**config.mk**
```make
export PLATFORM = sky130hd
export DESIGN_NAME = svc_irq_ctrl
export DESIGN_NICKNAME = d
export VERILOG_FILES = /design/src/rtl/svc_irq_pkg.sv /design/src/rtl/svc_word_fifo.sv /design/src/rtl/svc_req_gen.sv /design/src/rtl/svc_reg_file.sv /design/src/rtl/svc_irq_ctrl.sv
export SDC_FILE = /design/constraint.sdc
export NUM_CORES = 1
export LEC_CHECK = 0
export BUFFER_PORTS_ARGS = -buffer_cell sky130_fd_sc_hd__buf_2
export CAP_MARGIN = 0
export CORE_MARGIN = 2
export CORE_UTILIZATION = 45
export DETAILED_ROUTE_END_ITERATION = 10
export HOLD_SLACK_MARGIN = 0.15
export SLEW_MARGIN = 20
export SYNTH_ARGS = -nofsm -noshare
export SYNTH_HDL_FRONTEND = slang
export SYNTH_SLANG_ARGS = --single-unit
```
**constraint.sdc**
```tcl
create_clock -name clk -period 8.7 [get_ports clk]
set_clock_uncertainty 0.1 [all_clocks]
set_input_delay 0.87 -clock clk [delete_from_list [all_inputs] [get_ports clk]]
set_output_delay 0.87 -clock clk [all_outputs]
set_load 0.1 [all_outputs]
```
**src/rtl/svc_irq_pkg.sv**
```systemverilog
package svc_irq_pkg;
  localparam int unsigned ADDR_W   = 4;
  localparam int unsigned NUM_SRC  = 2;
  localparam int unsigned SRC_IN   = 0;
  localparam int unsigned SRC_OUT  = 1;
  localparam logic [ADDR_W-1:0] OFS_MASK   = 4'h0;
  localparam logic [ADDR_W-1:0] OFS_RAW    = 4'h4;
  localparam logic [ADDR_W-1:0] OFS_MASKED = 4'h8;
  typedef logic [NUM_SRC-1:0] src_vec_t;
endpackage

```
**src/rtl/svc_word_fifo.sv**
```systemverilog
module svc_word_fifo #(
  parameter int unsigned DEPTH = 8,
  parameter int unsigned WIDTH = 32,
  localparam int unsigned PTR_W = (DEPTH > 1) ? $clog2(DEPTH) : 1,
  localparam int unsigned LVL_W = $clog2(DEPTH + 1)
) (
  input  logic             clk,
  input  logic             rst_n,
  input  logic             wr_valid,
  output logic             wr_ready,
  input  logic [WIDTH-1:0] wr_data,
  output logic             rd_valid,
  input  logic             rd_ready,
  output logic [WIDTH-1:0] rd_data,
  output logic [LVL_W-1:0] level
);
  logic [WIDTH-1:0] store [DEPTH];
  logic [PTR_W-1:0] wptr, rptr;
  logic             push, pop;

  assign wr_ready = (level != LVL_W'(DEPTH));
  assign rd_valid = (level != '0);
  assign push     = wr_valid && wr_ready;
  assign pop      = rd_ready && rd_valid;
  assign rd_data  = store[rptr];

  function automatic logic [PTR_W-1:0] bump(input logic [PTR_W-1:0] p);
    return (p == PTR_W'(DEPTH - 1)) ? '0 : p + 1'b1;
  endfunction

  always_ff @(posedge clk or negedge rst_n) begin
    if (!rst_n) begin
      wptr  <= '0;
      rptr  <= '0;
      level <= '0;
    end else begin
      if (push) wptr <= bump(wptr);
      if (pop)  rptr <= bump(rptr);
      if (push && !pop)      level <= level + 1'b1;
      else if (pop && !push) level <= level - 1'b1;
    end
  end

  always_ff @(posedge clk) begin
    if (push) store[wptr] <= wr_data;
  end

  assert_level_bound_R7: assert property (@(posedge clk) disable iff (!rst_n)
    level <= LVL_W'(DEPTH));
  assert_no_overflow_R7: assert property (@(posedge clk) disable iff (!rst_n)
    (!wr_ready && !rd_ready) |=> level == $past(level));
  assert_no_underflow_R7: assert property (@(posedge clk) disable iff (!rst_n)
    (!rd_valid && !wr_valid) |=> level == '0);
endmodule

```
**src/rtl/svc_req_gen.sv**
```systemverilog
module svc_req_gen
  import svc_irq_pkg::*;
#(
  parameter int unsigned LVL_W     = 4,
  parameter int unsigned IN_THRESH = 4
) (
  input  logic             engine_en,
  input  logic [LVL_W-1:0] in_level,
  input  logic [LVL_W-1:0] out_level,
  output src_vec_t         raw
);
  logic in_low;

  generate
    if (IN_THRESH <= 1) begin : g_empty_cmp
      assign in_low = (in_level == '0);
    end else begin : g_thresh_cmp
      assign in_low = (in_level < LVL_W'(IN_THRESH));
    end
  endgenerate

  always_comb begin
    raw          = '0;
    raw[SRC_IN]  = engine_en && in_low;
    raw[SRC_OUT] = (out_level != '0);
  end
endmodule

```
**src/rtl/svc_reg_file.sv**
```systemverilog
module svc_reg_file
  import svc_irq_pkg::*;
#(
  parameter int unsigned DATA_W = 32
) (
  input  logic              clk,
  input  logic              rst_n,
  input  src_vec_t          raw,
  input  logic [ADDR_W-1:0] reg_addr,
  input  logic              reg_wr,
  input  src_vec_t          reg_wdata,
  output logic [DATA_W-1:0] reg_rdata,
  output logic              irq
);
  src_vec_t mask_q;
  src_vec_t masked;

  assign masked = raw & mask_q;

  always_ff @(posedge clk or negedge rst_n) begin
    if (!rst_n) begin
      mask_q <= '0;
      irq    <= 1'b0;
    end else begin
      if (reg_wr && reg_addr == OFS_MASK) mask_q <= reg_wdata;
      irq <= |masked;
    end
  end

  always_comb begin
    reg_rdata = '0;
    unique case (reg_addr)
      OFS_MASK:   reg_rdata[NUM_SRC-1:0] = mask_q;
      OFS_RAW:    reg_rdata[NUM_SRC-1:0] = raw;
      OFS_MASKED: reg_rdata[NUM_SRC-1:0] = masked;
      default:    reg_rdata = '0;
    endcase
  end

  assert_mask_hold_R6: assert property (@(posedge clk) disable iff (!rst_n)
    !(reg_wr && reg_addr == OFS_MASK) |=> $stable(mask_q));
  assert_irq_follow_R5: assert property (@(posedge clk) disable iff (!rst_n)
    1'b1 |=> irq == |($past(raw) & $past(mask_q)));
endmodule

```
**src/rtl/svc_irq_ctrl.sv**
```systemverilog
module svc_irq_ctrl
  import svc_irq_pkg::*;
#(
  parameter int unsigned FIFO_DEPTH = 8,
  parameter int unsigned WORD_W     = 32,
  parameter int unsigned IN_THRESH  = 4,
  localparam int unsigned LVL_W     = $clog2(FIFO_DEPTH + 1)
) (
  input  logic              clk,
  input  logic              rst_n,
  input  logic              engine_en,
  input  logic              in_valid,
  output logic              in_ready,
  input  logic [WORD_W-1:0] in_data,
  output logic              eng_rd_valid,
  input  logic              eng_rd_ready,
  output logic [WORD_W-1:0] eng_rd_data,
  input  logic              eng_wr_valid,
  output logic              eng_wr_ready,
  input  logic [WORD_W-1:0] eng_wr_data,
  output logic              out_valid,
  input  logic              out_ready,
  output logic [WORD_W-1:0] out_data,
  input  logic [3:0]        reg_addr,
  input  logic              reg_wr,
  input  logic [1:0]        reg_wdata,
  output logic [31:0]       reg_rdata,
  output logic              irq
);
  logic [LVL_W-1:0] in_lvl, out_lvl;
  src_vec_t         raw;

  svc_word_fifo #(.DEPTH(FIFO_DEPTH), .WIDTH(WORD_W)) u_in_fifo (
    .clk(clk), .rst_n(rst_n),
    .wr_valid(in_valid), .wr_ready(in_ready), .wr_data(in_data),
    .rd_valid(eng_rd_valid), .rd_ready(eng_rd_ready), .rd_data(eng_rd_data),
    .level(in_lvl)
  );

  svc_word_fifo #(.DEPTH(FIFO_DEPTH), .WIDTH(WORD_W)) u_out_fifo (
    .clk(clk), .rst_n(rst_n),
    .wr_valid(eng_wr_valid), .wr_ready(eng_wr_ready), .wr_data(eng_wr_data),
    .rd_valid(out_valid), .rd_ready(out_ready), .rd_data(out_data),
    .level(out_lvl)
  );

  svc_req_gen #(.LVL_W(LVL_W), .IN_THRESH(IN_THRESH)) u_req (
    .engine_en(engine_en), .in_level(in_lvl), .out_level(out_lvl), .raw(raw)
  );

  svc_reg_file #(.DATA_W(32)) u_regs (
    .clk(clk), .rst_n(rst_n), .raw(raw),
    .reg_addr(reg_addr), .reg_wr(reg_wr), .reg_wdata(reg_wdata),
    .reg_rdata(reg_rdata), .irq(irq)
  );

  assert_out_src_R2: assert property (@(posedge clk) disable iff (!rst_n)
    raw[SRC_OUT] == out_valid);
  assert_in_gate_R3: assert property (@(posedge clk) disable iff (!rst_n)
    !engine_en |-> !raw[SRC_IN]);
  assert_in_full_quiet_R3: assert property (@(posedge clk) disable iff (!rst_n)
    !in_ready |-> !raw[SRC_IN]);
endmodule

```
Word-level counts from Yosys, hierarchy flattened
Memory sizes are Yosys's and may differ from the RTL's.
Index checks and enable logic that the tools add are counted.
Storage, ports and cells
  word-level logic and storage cells: 61
  output and inout port bits: 101
  bits in registers: 23
  ROM bits: 0
  latch bits: 0
  bits in writable memories: 512
  memories: 2
Memories
  u_in_fifo.store: words 8, width 32, rd ports 1, clocked after Yosys merged registers in 0, wr ports 1, line svc_word_fifo.sv:17  | logic [WIDTH-1:0] store [DEPTH];
  u_out_fifo.store: words 8, width 32, rd ports 1, clocked after Yosys merged registers in 0, wr ports 1, line svc_word_fifo.sv:17
Operators by class
  add/sub/neg operators: 8
  div/mod/pow operators: 0
  order comparisons: 1
  equality and inequality tests: 8
  mux-type cells: 13
  shift operators: 0
  bitwise operators: 1
  reduce and logical (&&, ||, !) cells: 20
  $mul: 0
Operators by type and width (count)
  4-bit 2-to-1 mux: 4
  3-bit by 1-bit adder with 3-bit output, second input constant: 4
  3-bit == test, second input constant: 4
  3-bit 2-to-1 mux: 4
  1-bit logical AND: 10
  4-bit by 1-bit adder with 4-bit output, second input constant: 2
  4-bit inequality test, second input constant: 2
  4-bit nonzero test: 2
  4-bit by 1-bit subtractor with 4-bit output, second input constant: 2
  2-bit one-hot mux with 3 select lines: 1
  4-bit by 3-bit == test with 1-bit output, second input constant: 1
  4-bit == test, second input constant: 1
  1-bit zero test: 4
  4-bit zero test: 1
  4-bit by 3-bit < comparator with 1-bit output, second input constant: 1
  1-bit 2-to-1 mux: 4
  2-bit nonzero test: 2
  2-bit bitwise AND: 1
  2-bit OR reduction: 1

Longest topological paths before layout
Gate-level depths: netlist (run 1).
  depth in word-level cells: 6
  depth in mapped cells: 9
  mapped depth without buffers: 9

Hierarchy
From an unflattened synthesis (run 1), not the netlist that was laid out.
Unflattened totals
  cells, all modules: 918
  area total of the unflattened synthesis: 20950.1 um^2
Modules (own cells, without submodules)
  svc_word_fifo at u_in_fifo: area each 10263.6 um^2, seq. area each 7937.6 um^2, cells each 434, times used 1
  svc_word_fifo at u_out_fifo: area each 10261.1 um^2, seq. area each 7937.6 um^2, cells each 434, times used 1
  svc_reg_file: area each 410.4 um^2, seq. area each 75.1 um^2, cells each 48, times used 1
  svc_req_gen: area each 15.0 um^2, seq. area each 0.0 um^2, cells each 2, times used 1

Least setup slack after synthesis (run 1)
No wires, ideal clock.
  path kind: reg-to-reg
  start: register u_in_fifo.level[3]
  end: memory u_in_fifo.store[0][0] (enable)
  arrival time: 4.566 ns
  library setup time: 0.502 ns
  buffers on the path: 0
  clock period less this slack: 5.168 ns
  required time: 8.098 ns
  cell stages (with the launch flop): 4
  setup slack: 3.532 ns
  path through: dfrtp_1 or4b_1 nand2_2 nor4_1
On the way
  cells in the longest elaborated chain, start to end: 4
Ends and longest elaborated chain
  start, declared: line svc_word_fifo.sv:15  | output logic [LVL_W-1:0] level
  start signal, assigned: line svc_word_fifo.sv:39  | if (push && !pop) level <= level + 1'b1;
  start signal, assigned: line svc_word_fifo.sv:40  | else if (pop && !push) level <= level - 1'b1;
  4-bit inequality test: line svc_word_fifo.sv:21  | assign wr_ready = (level != LVL_W'(DEPTH));
  via in_ready: line svc_irq_ctrl.sv:13  | output logic in_ready,
  1-bit logical AND: line svc_word_fifo.sv:23  | assign push = wr_valid && wr_ready;
  1-bit 2-to-1 mux: line svc_word_fifo.sv:45  | if (push) store[wptr] <= wr_data;
  1-bit 2-to-1 mux (implied by the code): line svc_word_fifo.sv:45
  end, declared: line svc_word_fifo.sv:17
The timed path passes the listed nets, and every way through them passes these cells.

Worst setup path after layout (run 1)
  start: register u_in_fifo.rptr[0]
  end: output eng_rd_data[2]
On the way
  cells in the longest elaborated chain, start to end: 1
Ends and longest elaborated chain
  start, declared: line svc_word_fifo.sv:18  | logic [PTR_W-1:0] wptr, rptr;
  start signal, assigned: line svc_word_fifo.sv:38  | if (pop) rptr <= bump(rptr);
  memory read 8 x 32 bit
  end, declared: line svc_irq_ctrl.sv:17  | output logic [WORD_W-1:0] eng_rd_data,
Every way passes these cells.

==> out/qor.yml, run 1 <==
worst_setup_path_end_kind: "output port"
grt_max_degree: 67
die_w_um: 220
yosysTopAreaCell: "edfxtp_1"
topRoutingLayerUsed: "met5"
period_share_pct: 49.5
relSlewSlack_pct: 26.7
min-delay-path-class: "input pin to async pin"
drt_iter0_markers: 709
hold_viol_final: 0
gr-total-overflow: 0
final_cell_mix: "edfxtp_1, buf_2, mux4_2"
drv_slew: 0
synth.distinct_cells: 39
hpwl_um: 20700
cts.reportedPaths.clkPinSlew_ps: 60
die_y_um: 220
viasPerCell: 5.39
drive_gt1_share_pct: 40.0
cp-start-kind: "register"
synthCells: 917
synthTopCellsByArea: "edfxtp_1, mux4_2, mux2_2, dfrtp_1, mux4_1"
yosys_register_bits: 535
netlist_area_mm2: 0.0210
r2r_cells: 9
wl_met1_um: 17400
antenna_found_initial: 5
cts_setup_buffers: 0
numCtsBuffers: 53
setup_viol: 0
via_count: 9430
fin_setup_tns_ps: 0
clock_latency_ps: 580
synth.avg_cell_area_um2: 22.9
multi_input_area_mm2: 0.00477
worstPathArrival_ps: 3330
ant_nets: 0
cp.required_ps: 7730
clk_path_buf_depth: 3
gp_routability_congestion: 0.687
synthToLayoutAreaGrowth_pct: 14.8
cts_hold_buf: 0
postCtsResizedCells: 0
regArea_mm2: 0.0160
finalCriticalPeriod_ps: 4300
post-route-drc-count: 0
wl_per_cell_um: 22.6
grt_util_all_layers_pct: 16.6
path_class: "register to output port"
htreeDepth: 2
ios: 179
initial_core_util_pct: 45.3
path_max_fanout: 36
fin_nets: 1195
maxCapViolations: 0
clock.fmax_mhz: 232
cts_tree: "yes"
n_fill_cell: 3631
final_common_cell: "edfxtp_1"
rsz0062_at_grt: "no"
grt_pass1_vias: 9812
portBuffers: 148
seq_area_frac_synth_pct: 75.9
wl_met2_um: 18900
cts_root_buf: "clkbuf_16"
worst_slew_pin_slew_ps: 1100
drt_wl_total_um: 39500
cts_sinks: 535
core_mm2: 0.0464
die_area_mm2: 0.0484
rows: 79
status: "finished, final reports clean"
synth_warnings: 0
firstDrtPassIters: 7
synth_top_area_share_pct: 73.2
grt_pass1_wl_um: 59400
wl_met3_um: 2500
[critical path, cell delays in order (launching register included)]
cell	delay, ps
dfrtp_4	840
buf_4	670
mux4_1	630
mux2_2	270
buf_2	290
[cells by family (layout without fill, tap and decap cells)]
group	Yosys count	after routing	synth area share, %
XOR/XNOR	4	4	0.167
AND/OR/NAND/NOR	60	60	1.54
AO/OA/AOI/OAI	17	17	0.554
adder cells (fa/ha/maj)	16	16	1.02
multiplexers	210	210	18.4
flip-flops	535	535	75.9
buffers and inverters	74	271	2.36
other	1	31	0.0179
[layout make-up]
type	instances	share of cell area (%)
clock buffer	70	5.98
clock inverter	27	1.12
timing repair buffer	169	3.72
multi-input combinational	337	19.8
tap	607	3.15
sequential	535	66.2
inverter	5	0.0778
antenna	1	0.0104
[through the flow]
| stage | cells | hold slack, ps | utilization, % | area (µm²) | setup slack, ps |
|---|---|---|---|---|---|
| after floorplan | 946 | 382 | - | 21100 | 3530 |
| after global placement | 1653 | 415 | 48.3 | 22400 | 4920 |
| after detailed placement | 1653 | 425 | 48.3 | 22400 | 4910 |
| after CTS | 1750 | 168 | 52.0 | 24100 | 4270 |
| after global routing | 1750 | 189 | 52.0 | 24100 | 4120 |
| final | 1751 | 183 | 52.0 | 24100 | 4400 |
[Yosys cell counts]
master	instances
a2111o_1	2
a21boi_0	1
a21oi_1	4
a22o_1	1
buf_1	8
buf_12	1
buf_2	10
buf_4	30
buf_6	7
buf_8	2
clkbuf_1	10
clkbuf_2	1
conb_1	1
dfrtp_1	23
edfxtp_1	512
fa_1	2
ha_1	14
inv_1	5
mux2_1	3
mux2_2	77
mux2i_1	2
mux4_1	17
mux4_2	111
nand2_1	7
nand2_2	3
nand2b_1	4
nand3_1	8
nand3b_1	3
nor2_1	11
nor2b_1	2
nor3_1	11
nor3b_1	1
nor4_1	2
o211ai_1	5
o21ai_0	4
or3_1	2
or4_1	4
or4b_1	2
xnor2_1	4
[flip-flops by register name, summed over array words and instances (netlist names)]
| signal | flops |
|---|---|
| u_in_fifo.store | 256 |
| u_out_fifo.store | 256 |
| u_in_fifo.level | 4 |
| u_out_fifo.level | 4 |
| u_in_fifo.rptr | 3 |
| u_in_fifo.wptr | 3 |
| u_out_fifo.rptr | 3 |
| u_out_fifo.wptr | 3 |
| u_regs.mask_q | 2 |
| u_regs.irq | 1 |
[worst paths after layout]
path | start | end | slack, ps
setup / recovery | u_in_fifo.rptr[0]$_DFFE_PN0P_ | eng_rd_data[2] | 4400
hold / removal | rst_n | u_regs.mask_q[1]$_DFFE_PN0P_ | 180
setup reg to reg | u_out_fifo.level[0]$_DFFE_PN0P_ | u_out_fifo.level[3]$_DFFE_PN0P_ | 5640
hold reg to reg | u_regs.mask_q[0]$_DFFE_PN0P_ | u_regs.irq$_DFF_PN0_ | 420
max in group asynchronous | rst_n | u_in_fifo.rptr[0]$_DFFE_PN0P_ | 7880
min in group clk | reg_wdata[1] | u_regs.mask_q[1]$_DFFE_PN0P_ | 420
[routing by layer]
metal  up-vias  track usage (%)
met5         -                0
met4        10             3.96
met3        56             3.98
met2       240             26.6
met1      4956             23.3
li1       4168                -
Power of run 1 is left out: the tool's default activity adds up to more than one toggle a clock period on the data nets, which glitch-free logic cannot reach.
==> run 2: changes to the inputs <==
--- a/config.mk
+++ b/config.mk
@@ -11,6 +11,7 @@
 export CORE_UTILIZATION = 45
 export DETAILED_ROUTE_END_ITERATION = 10
 export HOLD_SLACK_MARGIN = 0.15
+export PLACE_DENSITY = 0.65
 export SLEW_MARGIN = 20
 export SYNTH_ARGS = -nofsm -noshare
 export SYNTH_HDL_FRONTEND = slang
==> constraint.sdc (replaced) <==
create_clock -name clk -period 3.67 [get_ports clk]
set_clock_uncertainty 0.1 [all_clocks]
set_input_delay 0.367 -clock clk [delete_from_list [all_inputs] [get_ports clk]]
set_output_delay 0.367 -clock clk [all_outputs]
set_load 0.1 [all_outputs]
==> run 2 against run 1 <==
  * Critical path depth unchanged
  * Hold slack better by 12 ps
  * Core utilization up 1.8 points
  * Wire length up 1.0%
  * Sequential share of layout area down 2.2 points
  * First-iteration DRC count down 4.7%
  * Design area up 3.4%
  * Non-clock buffer count up 80
  * Global-route usage up 0.054 points
  * Highest routed layer unchanged
==> out/qor.yml, run 2 (synthesis gave the netlist of run 1 again) <==
cts.reportedPaths.clkPinSlew_ps: 60
drt_wl_total_um: 39900
cts_sinks: 535
reg2reg_from: "u_in_fifo.level[0]$_DFFE_PN0P_"
final_cell_mix: "edfxtp_1, buf_2, mux4_2"
post-route-drc-count: 0
relSlewSlack_pct: 31.4
grt_pass1_vias: 10300
portBuffers: 148
cp.required_ps: 3200
final_common_cell: "edfxtp_1"
wl_met2_um: 19700
reg_top3: "u_in_fifo.store x256, u_out_fifo.store x256"
drv_slew: 0
finalCriticalPeriod_ps: 3340
numCtsBuffers: 52
grt_max_degree: 43
whs_ps: 195
gr-total-overflow: 0
worst_path_max_delay_cell: "dfrtp_4"
grt_pass1_wl_um: 60000
reg2reg_to: "u_in_fifo.level[3]$_DFFE_PN0P_"
cts_setup_buffers: 0
wl_met1_um: 16900
maxCapViolations: 0
die_area_mm2: 0.0484
via_count: 9760
crit_start: "u_out_fifo.rptr[0]$_DFFE_PN0P_"
clock_latency_ps: 590
antenna_found_initial: 3
viasPerCell: 5.34
status: "finished, final reports clean"
rsz0062_at_grt: "no"
r2r_cells: 9
die_w_um: 220
hold_viol_final: 0
cp-start-kind: "register"
path_class: "register to output port"
worstPathArrival_ps: 2870
cpPeakStageDelay_ps: 790
initial_core_util_pct: 45.3
worst_setup_path_end_kind: "output port"
period_share_pct: 91.0
path_cells: "buf_4 -> mux4_2 -> mux2_2 -> buf_2"
worst_slew_pin_slew_ps: 1030
die_y_um: 220
endpoint: "out_data[29]"
htreeDepth: 2
clk_path_buf_depth: 3
wl_per_cell_um: 21.8
core_mm2: 0.0464
setup_viol: 0
cts_root_buf: "clkbuf_16"
drt_iter0_markers: 676
hpwl_um: 22100
ant_nets: 0
path_max_fanout: 28
rows: 79
ios: 179
wl_met3_um: 2390
synthToLayoutAreaGrowth_pct: 18.8
min-delay-path-class: "input pin to async pin"
fin_nets: 1274
cts_tree: "yes"
final_core_util_pct: 53.8
grt_util_all_layers_pct: 16.7
postCtsResizedCells: 0
regToRegSetupSlack_ps: 700
clock.fmax_mhz: 299
gp_routability_congestion: 0.752
firstDrtPassIters: 5
topRoutingLayerUsed: "met5"
drive_gt1_share_pct: 37.6
run 2: changes by cell type in the layout (fill, tap and decap cells not counted), moves of 3 or more:
cell           change
buf_4              +4
buf_12             +4
dlygate4sd3_1     +72
clkinv_2           -4
clkinv_1           +3
clkbuf_8           -3
run 2: layout make-up:
type | count | area (µm²)
inverter | 5 | 18.8
clock buffer | 66 | 1380
fill | 3512 | 21400
antenna | 1 | 2.50
tap | 607 | 759
clock inverter | 27 | 305
sequential | 535 | 16000
timing repair buffer | 249 | 1730
multi-input combinational | 337 | 4800
run 2: through the flow:
stage | worst slack (ps) | instances | TNS (ps) | cell area [µm²]
6_report | 330 | 1827 | 0 | 25000
5_1_grt | 148 | 1827 | 0 | 25000
4_1_cts | 234 | 1826 | 0 | 24900
3_5_place_dp | 688 | 1661 | 0 | 22500
3_3_place_gp | 762 | 1661 | 0 | 22500
2_1_floorplan | -650 | 946 | -134100 | 21100
run 2: critical path: cells and delay by family, from the launching register on:
kind,cells,cell delay [ps]
multiplexers,2,810
flip-flops,1,790
buffers and inverters,2,670
run 2: worst min-delay path by stage:
stage	start	endpoint	slack [ps]
after floorplan	rst_n	u_in_fifo.level[0]$_DFFE_PN0P_	-30
after global placement	rst_n	u_regs.irq$_DFF_PN0_	280
after detailed placement	rst_n	u_regs.mask_q[0]$_DFFE_PN0P_	290
after CTS	rst_n	u_regs.mask_q[0]$_DFFE_PN0P_	180
after global routing	eng_wr_valid	u_out_fifo.wptr[1]$_DFFE_PN0P_	200
final	rst_n	u_regs.mask_q[0]$_DFFE_PN0P_	200
run 2: timing repair:
item / CTS / global route
hold buffers: 72 / 0
hold endpoints to repair: 544 / 0
setup endpoints to repair: 0 / 0
run 2: metal layers:
| layer | global-route usage [%] | vias up |
|---|---|---|
| li1 | - | 4333 |
| met2 | 27.9 | 257 |
| met4 | 4.70 | 4 |
| met1 | 21.8 | 5106 |
| met5 | 0 | - |
| met3 | 4.14 | 60 |
Power of run 2 is left out for the same reason.
==> run 3: changes to the inputs <==
--- a/config.mk
+++ b/config.mk
@@ -5,6 +5,7 @@
 export SDC_FILE = /design/constraint.sdc
 export NUM_CORES = 1
 export LEC_CHECK = 0
+export ABC_AREA = 1
 export BUFFER_PORTS_ARGS = -buffer_cell sky130_fd_sc_hd__buf_2
 export CAP_MARGIN = 0
 export CORE_MARGIN = 2
==> run 3 against run 2 <==
  * Register-to-register slack better by 490 ps
  * Critical path depth up 5
  * Final cell count up 57%
  * Critical path type unchanged
==> out/qor.yml, run 3 <==
status: "finished, final reports clean"
crit_buf_inv: 3
viasPerCell: 5.08
worst_path_max_delay_cell: "dfrtp_4"
clk_path_buf_depth: 3
synth.distinct_cells: 26
path_max_fanout: 52
yosysMostFrequentCell: "nand2_1"
drt_wl_total_um: 50900
min-delay-path-class: "input pin to async pin"
worst_slew_pin_slew_ps: 863
seq_area_frac_synth_pct: 72.1
gr-total-overflow: 0
reg2reg_from: "u_out_fifo.level[0]$_DFFE_PN0P_"
ant_nets: 0
drive_gt1_share_pct: 14.0
synth-async-reset-ratio_pct: 4.30
synthToLayoutAreaGrowth_pct: 18.4
antenna_found_initial: 2
r2r_cells: 7
die_area_mm2: 0.0509
cp_common_cell: "nand2_1"
ys_top_cells_by_count: "nand2_1, edfxtp_1, nor2_1"
grt_max_degree: 132
clock_latency_ps: 590
cts.reportedPaths.clkPinSlew_ps: 60
critPathTopFamily: "buffers and inverters"
whs_ps: 213
final_cell_mix: "nand2_1, edfxtp_1, buf_2"
firstDrtPassIters: 5
n_fill_cell: 4086
setup_viol: 0
path_class: "register to output port"
ios: 179
relSlewSlack_pct: 42.4
synth_ff_type: "edfxtp_1"
grt_util_all_layers_pct: 20.1
drt_iter0_markers: 1340
die_w_um: 226
netlist_area_mm2: 0.0221
hold_viol_final: 0
numCtsBuffers: 53
worst_setup_path_end_kind: "output port"
clock.fmax_mhz: 297
htreeDepth: 2
cp.required_ps: 3200
yosysTopAreaCell: "edfxtp_1"
initial_core_util_pct: 45.4
crit_start: "u_in_fifo.rptr[0]$_DFFE_PN0P_"
reg2reg_to: "u_out_fifo.store[4][7]$_DFFE_PP_"
rsz0062_at_grt: "no"
cts_setup_buffers: 0
cts_sinks: 535
via_count: 14500
post-route-drc-count: 0
final_core_util_pct: 53.7
drv_slew: 0
fin_nets: 2249
synthTopCellsByArea: "edfxtp_1, nand2_1, o21ai_0, o21ai_1, dfrtp_1"
synth_top_area_share_pct: 69.5
cpPeakStageDelay_ps: 660
grt_pass1_vias: 14100
synth_edf_count: 512
hpwl_um: 27300
cp_num_cells: 9
cp-start-kind: "register"
path_cells: "inv_6 -> buf_4 -> nand2_1 -> nand2_1 -> nand2_1 -> o21ai_1 -> nand2_1 -> nand2_1 -> buf_2"
yosys_register_bits: 535
gp_routability_congestion: 0.802
regToRegSetupSlack_ps: 1190
core_mm2: 0.0487
worstPathArrival_ps: 2900
grt_pass1_wl_um: 78600
wl_per_cell_um: 17.8
portBuffers: 148
cts_root_buf: "clkbuf_16"
reg_top3: "u_in_fifo.store x256, u_out_fifo.store x256"
synth.avg_cell_area_um2: 11.4
fin_cells: 2861
finalCriticalPeriod_ps: 3360
rows: 81
synthCells: 1933
fin_setup_tns_ps: 0
synth_warnings: 0
endpoint: "eng_rd_data[1]"
maxCapViolations: 0
cts_tree: "yes"
final_common_cell: "nand2_1"
die_y_um: 226
period_share_pct: 91.6
dp_cells: 2688
==> run 3: per-stage QoR <==
step / instance area, µm² / setup WS (ps)
after floorplan: 22200 / 65.3
after global placement: 23500 / 811
after detailed placement: 23500 / 801
after CTS: 26200 / 150
after global routing: 26200 / 119
final: 26200 / 307
==> run 3: area by class of cell <==
type,instances,area [µm²],area share (%)
Sequential cell,535,16000,61.0
Multi-Input combinational cell,1272,5470,20.9
Timing Repair Buffer,264,1930,7.36
Clock buffer,60,1350,5.17
Tap cell,664,831,3.17
Clock inverter,36,514,1.96
Inverter,29,116,0.445
Antenna cell,1,2.50,0.00956
==> run 3: timing repair <==
action / in CTS / in global routing
setup endpoints to repair: 0 / 2
endpoints found under the hold margin: 550 / 0
gates resized for setup: 0 / 1
hold buffers: 76 / 0
==> run 3: per-layer routing <==
layer | vias up | global-route usage, % | wire (µm)
met5 | - | 0 | 12
met4 | 2 | 5.21 | 1080
met3 | 83 | 3.97 | 3240
met2 | 451 | 34.0 | 24900
met1 | 7050 | 26.6 | 21700
li1 | 6946 | - | -
==> run 3: how the worst min path moves through the flow <==
| stage | end | slack, ps | cells past startpoint |
|---|---|---|---|
| 2_1_floorplan | u_in_fifo.level[0]$_DFFE_PN0P_ | -30 | 0 |
| 3_3_place_gp | u_regs.mask_q[1]$_DFFE_PN0P_ | 300 | 1 |
| 3_5_place_dp | u_regs.irq$_DFF_PN0_ | 310 | 1 |
| 4_1_cts | u_out_fifo.rptr[0]$_DFFE_PN0P_ | 210 | 2 |
| 5_1_grt | u_out_fifo.level[2]$_DFFE_PN0P_ | 240 | 2 |
| 6_report | u_out_fifo.rptr[0]$_DFFE_PN0P_ | 210 | 2 |
==> run 3: worst reg2reg max path: cells and delay by family (launching register included) <==
kind                   cells  cell delay (ps)
buffers and inverters      2              460
DFF                        1              430
and+or+nand+nor            5             1180
==> run 3: cells by family after synthesis <==
| family | count (synthesis) | synth area share [%] |
|---|---|---|
| fa+ha+maj | 16 | 0.973 |
| other cells | 1 | 0.0170 |
| compound gates | 269 | 6.09 |
| flops | 535 | 72.1 |
| buf+inv | 155 | 4.14 |
| xor+xnor | 4 | 0.158 |
| simple gates | 953 | 16.5 |
Power of run 3 is left out for the same reason.
